### config.mk
export PLATFORM = sky130hd
export DESIGN_NAME = arrival_order_detector
export DESIGN_NICKNAME = d
export VERILOG_FILES = /design/src/rtl/ao_pkg.sv /design/src/rtl/ao_sync.sv /design/src/rtl/ao_order_fsm.sv /design/src/rtl/arrival_order_detector.sv
export SDC_FILE = /design/constraint.sdc
export NUM_CORES = 1
export LEC_CHECK = 0
export ABC_AREA = 1
export BUFFER_PORTS_ARGS = -buffer_cell sky130_fd_sc_hd__buf_2
export CAP_MARGIN = 20
export CORE_AREA = 2 2 39 41
export CTS_CLUSTER_DIAMETER = 40
export DETAILED_ROUTE_END_ITERATION = 8
export DIE_AREA = 0 0 41 43
export PLACE_DENSITY = 0.42
export SETUP_SLACK_MARGIN = 0.05
export SLEW_MARGIN = 20
export SYNTH_ARGS = -nofsm -noshare
export SYNTH_HDL_FRONTEND = slang
export SYNTH_SLANG_ARGS = --single-unit
### constraint.sdc
create_clock -name clk -period 1.9 [get_ports clk]
set_input_delay 0.19 -clock clk [delete_from_list [all_inputs] [get_ports clk]]
set_output_delay 0.19 -clock clk [all_outputs]
set_load 0.02 [all_outputs]
### src/rtl/ao_pkg.sv
package ao_pkg;

    localparam int SYNC_STAGES = 2;
    localparam int IN_WIDTH    = 2;

    typedef struct packed {
        logic a;
        logic b;
    } pair_t;

    typedef enum logic [2:0] {
        ST_IDLE    = 3'd0,
        ST_A_ONLY  = 3'd1,
        ST_B_ONLY  = 3'd2,
        ST_BOTH_AF = 3'd3,
        ST_BOTH_BF = 3'd4
    } ord_state_e;

    // Input levels that each state stands for.
    function automatic pair_t levels_of(input ord_state_e s);
        pair_t p;
        case (s)
            ST_A_ONLY:              p = '{a: 1'b1, b: 1'b0};
            ST_B_ONLY:              p = '{a: 1'b0, b: 1'b1};
            ST_BOTH_AF, ST_BOTH_BF: p = '{a: 1'b1, b: 1'b1};
            default:                p = '{a: 1'b0, b: 1'b0};
        endcase
        return p;
    endfunction

    // Next state from the present state and the newly sampled pair.
    function automatic ord_state_e next_of(input ord_state_e s, input pair_t cur);
        ord_state_e n;
        unique case ({cur.a, cur.b})
            2'b00: n = ST_IDLE;
            2'b10: n = ST_A_ONLY;
            2'b01: n = ST_B_ONLY;
            default: begin
                if (s == ST_A_ONLY || s == ST_BOTH_AF) n = ST_BOTH_AF;
                else                                   n = ST_BOTH_BF;
            end
        endcase
        return n;
    endfunction

endpackage

### src/rtl/ao_sync.sv
module ao_sync #(
    parameter int WIDTH  = 2,
    parameter int STAGES = 2
) (
    input  logic             clk,
    input  logic             rst,
    input  logic [WIDTH-1:0] d,
    output logic [WIDTH-1:0] q
);
    localparam int LAST = STAGES - 1;

    logic [STAGES-1:0][WIDTH-1:0] chain;

    always_ff @(posedge clk) begin
        if (rst) chain[0] <= '0;
        else     chain[0] <= d;
    end

    generate
        for (genvar i = 1; i < STAGES; i++) begin : g_stage
            always_ff @(posedge clk) begin
                if (rst) chain[i] <= '0;
                else     chain[i] <= chain[i-1];
            end
        end
    endgenerate

    assign q = chain[LAST];
endmodule

### src/rtl/ao_order_fsm.sv
module ao_order_fsm
    import ao_pkg::*;
(
    input  logic  clk,
    input  logic  rst,
    input  pair_t cur,
    output logic  z,
    output logic  illegal_change
);
    ord_state_e state_q, state_d;
    pair_t      prev;
    logic       both_moved;

    always_comb begin
        prev       = levels_of(state_q);
        both_moved = (prev.a != cur.a) && (prev.b != cur.b);
        state_d    = next_of(state_q, cur);
        // A simultaneous arrival at both-high carries no valid order.
        if (both_moved && cur.a && cur.b) state_d = ST_BOTH_BF;
    end

    always_ff @(posedge clk) begin
        if (rst) begin
            state_q        <= ST_IDLE;
            z              <= 1'b0;
            illegal_change <= 1'b0;
        end else begin
            state_q        <= state_d;
            z              <= (state_d == ST_BOTH_AF);
            illegal_change <= both_moved;
        end
    end
endmodule

### src/rtl/arrival_order_detector.sv
module arrival_order_detector
    import ao_pkg::*;
(
    input  logic clk,
    input  logic rst,
    input  logic a,
    input  logic b,
    output logic z,
    output logic illegal_change
);
    logic [IN_WIDTH-1:0] sync_q;
    logic                a_s;
    logic                b_s;
    pair_t               cur;

    ao_sync #(
        .WIDTH  (IN_WIDTH),
        .STAGES (SYNC_STAGES)
    ) u_sync (
        .clk (clk),
        .rst (rst),
        .d   ({a, b}),
        .q   (sync_q)
    );

    assign a_s   = sync_q[1];
    assign b_s   = sync_q[0];
    assign cur.a = a_s;
    assign cur.b = b_s;

    ao_order_fsm u_fsm (
        .clk            (clk),
        .rst            (rst),
        .cur            (cur),
        .z              (z),
        .illegal_change (illegal_change)
    );
endmodule

==> impl_results.md <==
* Row Count at 14
* CTS tree: yes
* Critical path's largest stage delay at 0.30 ns
* Number of nets still failing antenna checks after routing at 0
* Fin cells at 66
* Hold_buf cts at 0
* Critical path data required time at 1.71 ns
* Antenna violations before repair at 0
* Cells after synthesis at 42
* CTS H-tree lvls at 1
* Crit-path slowest cell: dfxtp_1
* HP Start: b
* Via count at 247
* Share of post-route cells with drive strength above 1 at 0.180
* Crit end category: primary output
* Worst Tran Pin Value at 0.210 ns
* Core area at 0.00138 mm²
* Pwr/cell area at 931 mW/mm²
* Synth area leaders: dfxtp_1 57%, nand2_1 12%, inv_1 11%, nor2_1 7.1%, nand3_1 4.7%
* Yosys top cell by area: dfxtp_1
* Register area share after synthesis at 0.569
* GR Overflow Total at 0
* Synth cell types at 9
* Fin nets at 55
* Final HPWL DP at 308 µm
* Die ar. at 0.00176 mm²
* Crit start category: flop
* Top delay family on crit path: flip-flops
* Slew Limit Headroom at 0.859
* Largest net degree at the start of global routing at 10
* Input/output buffers at 5
* Max Cap Viol at 0
* Root buffer cell: clkbuf_4
* Final WL at 402 µm
* Post-Place Worst Slack at 1.02 ns
* VDD IR max at 0.000224 V
* Yosys warns at 0
* Wire per inst at 6.09 µm
* Post-layout min period at 0.892 ns
* Vias in the first global route at 186
* Worst skew pair latency at 0.25 ns
* Maximum clock frequency at 1.12 GHz
* Final Hold Fails at 0
* Final Setup Violations at 0
* First-pass GRT wire length at 648 µm
* DRT Pass-1 Iters at 2
* Gr usage total at 0.0586
* DRC Markers at 0
* R2R Path End: u_fsm.illegal_change
* Worst-path clk slew at 0.06 ns
* Synth Register Bits at 9
* Via/cell ratio at 3.74
* Worst-case clock buffer depth at 2
* Hold WC Path Type: in2reg
* Lkg Pwr at 0.000198 µW
* Post-Syn Area at 317 µm²
* Syn_area_per_cell at 7.54 µm²
* Post-route cell area at 383 µm²
* Fin Hold WS at 0.136 ns
* Worst Hold End: u_sync.chain[0]
* R2R depth at 8
* # Post-CTS Setup Buffers at 0
* Hold path depth at 3
* CTS Buf Count at 3
* Chip Height at 43 µm
* Status: complete, no violations
* Max-slew violation count at 0
* CP Cell Sequence: buf_2
* Period utilization at 0.470
* Area Growth Syn to Fin at 20.9%
* Layout Skew at 0.000791 ns
* R2R Setup Slk at 1.02 ns
* Worst path bufs/invs at 1
* Critical Path AT at 0.70 ns
* PnR worst setup slack at 1.01 ns
* Synth top area share at 0.569
* Placed Area at 357 µm²
* Setup Crit Path Kind: reg2out
* Clk sink count at 9
* # placed instances at 62
* CP max FO at 1
* Die W at 41 µm
* Initial Util at 0.229
* Antenna Cells at 0
* Starting DRT DRC Count at 4
* TNS Setup at 0 ns
* Crit Reg-Reg Startpoint: u_fsm.state_q[0]
* Routability Congestion at 0.647
* Post-CTS Resized at 0
* RSZ-0062 raised after global routing: no
* Top Ports at 6
* Syn nets at 46
==> flip-flops by register name, summed over array words and instances (netlist names) <==
| signal | flops |
|---|---|
| u_sync.chain | 2 |
| u_fsm.illegal_change | 1 |
| u_sync.q | 2 |
| u_fsm.z | 1 |
| u_fsm.state_q | 3 |
==> kinds of logic (layout without fill, tap and decap cells) <==
| family | count (synthesis) | count (layout) | synth area share |
|---|---|---|---|
| and+or+nand+nor | 23 | 23 | 0.308 |
| DFF | 9 | 9 | 0.569 |
| buffers and inverters | 10 | 18 | 0.123 |
==> final cells by class <==
| class | count | area [µm²] |
|---|---|---|
| well taps | 16 | 20.0 |
| inverters | 9 | 33.8 |
| clock buffers | 4 | 26.3 |
| fillers | 157 | 1000 |
| multi-input cells | 23 | 97.6 |
| flip-flops and latches | 9 | 180 |
| repair buffers | 5 | 25.0 |
==> Yosys cell counts (all sizes together) <==
cell / instances
nor3: 2
nand3: 3
nor2: 7
dfxtp: 9
nor4: 1
inv: 9
buf: 1
nand2: 10
==> routing by layer <==
layer | share of wire | GRT usage | wire [µm]
met1 | 0.47 | 0.0689 | 188
met4 | 0 | 0.0800 | 0
met5 | 0 | 0 | 0
met3 | 0.070 | 0.0157 | 28
met2 | 0.46 | 0.0688 | 184
==> placed cells by master (no fill, tap or decap), drive strengths merged <==
cell type	instances
nor3	2
nor2	7
inv	9
clkbuf	4
dfxtp	9
nand2	10
buf	5
nor4	1
nand3	3
==> worst max-delay path by stage <==
| stage | depth (start not counted) | to | startpoint |
|---|---|---|---|
| after floorplan | 8 | u_fsm.illegal_change | u_fsm.state_q[0] |
| after global placement | 8 | u_fsm.illegal_change | u_fsm.state_q[0] |
| after detailed placement | 8 | u_fsm.illegal_change | u_fsm.state_q[0] |
| after CTS | 1 | illegal_change | u_fsm.illegal_change |
| after global routing | 8 | u_fsm.illegal_change | u_fsm.state_q[0] |
| final | 1 | illegal_change | u_fsm.illegal_change |
==> through the flow <==
step	total power [µW]	util
floorplan	214	-
global placement	219	0.258
detailed placement	218	0.258
CTS	365	0.277
global route	378	0.277
finish	357	0.277
==> tightest hold or removal path, cell delays in order <==
cell    delay (ns)
buf_2         0.07
inv_1         0.03
nor2_1        0.06
==> where the power goes <==
group	total, µW	switching, µW	internal, µW
Clock	143	62.3	80.6
Sequential	197	2.25	194
Combinational	17.1	9.96	7.17
Total	357	74.5	282
Power figures use the tool's default switching activity.
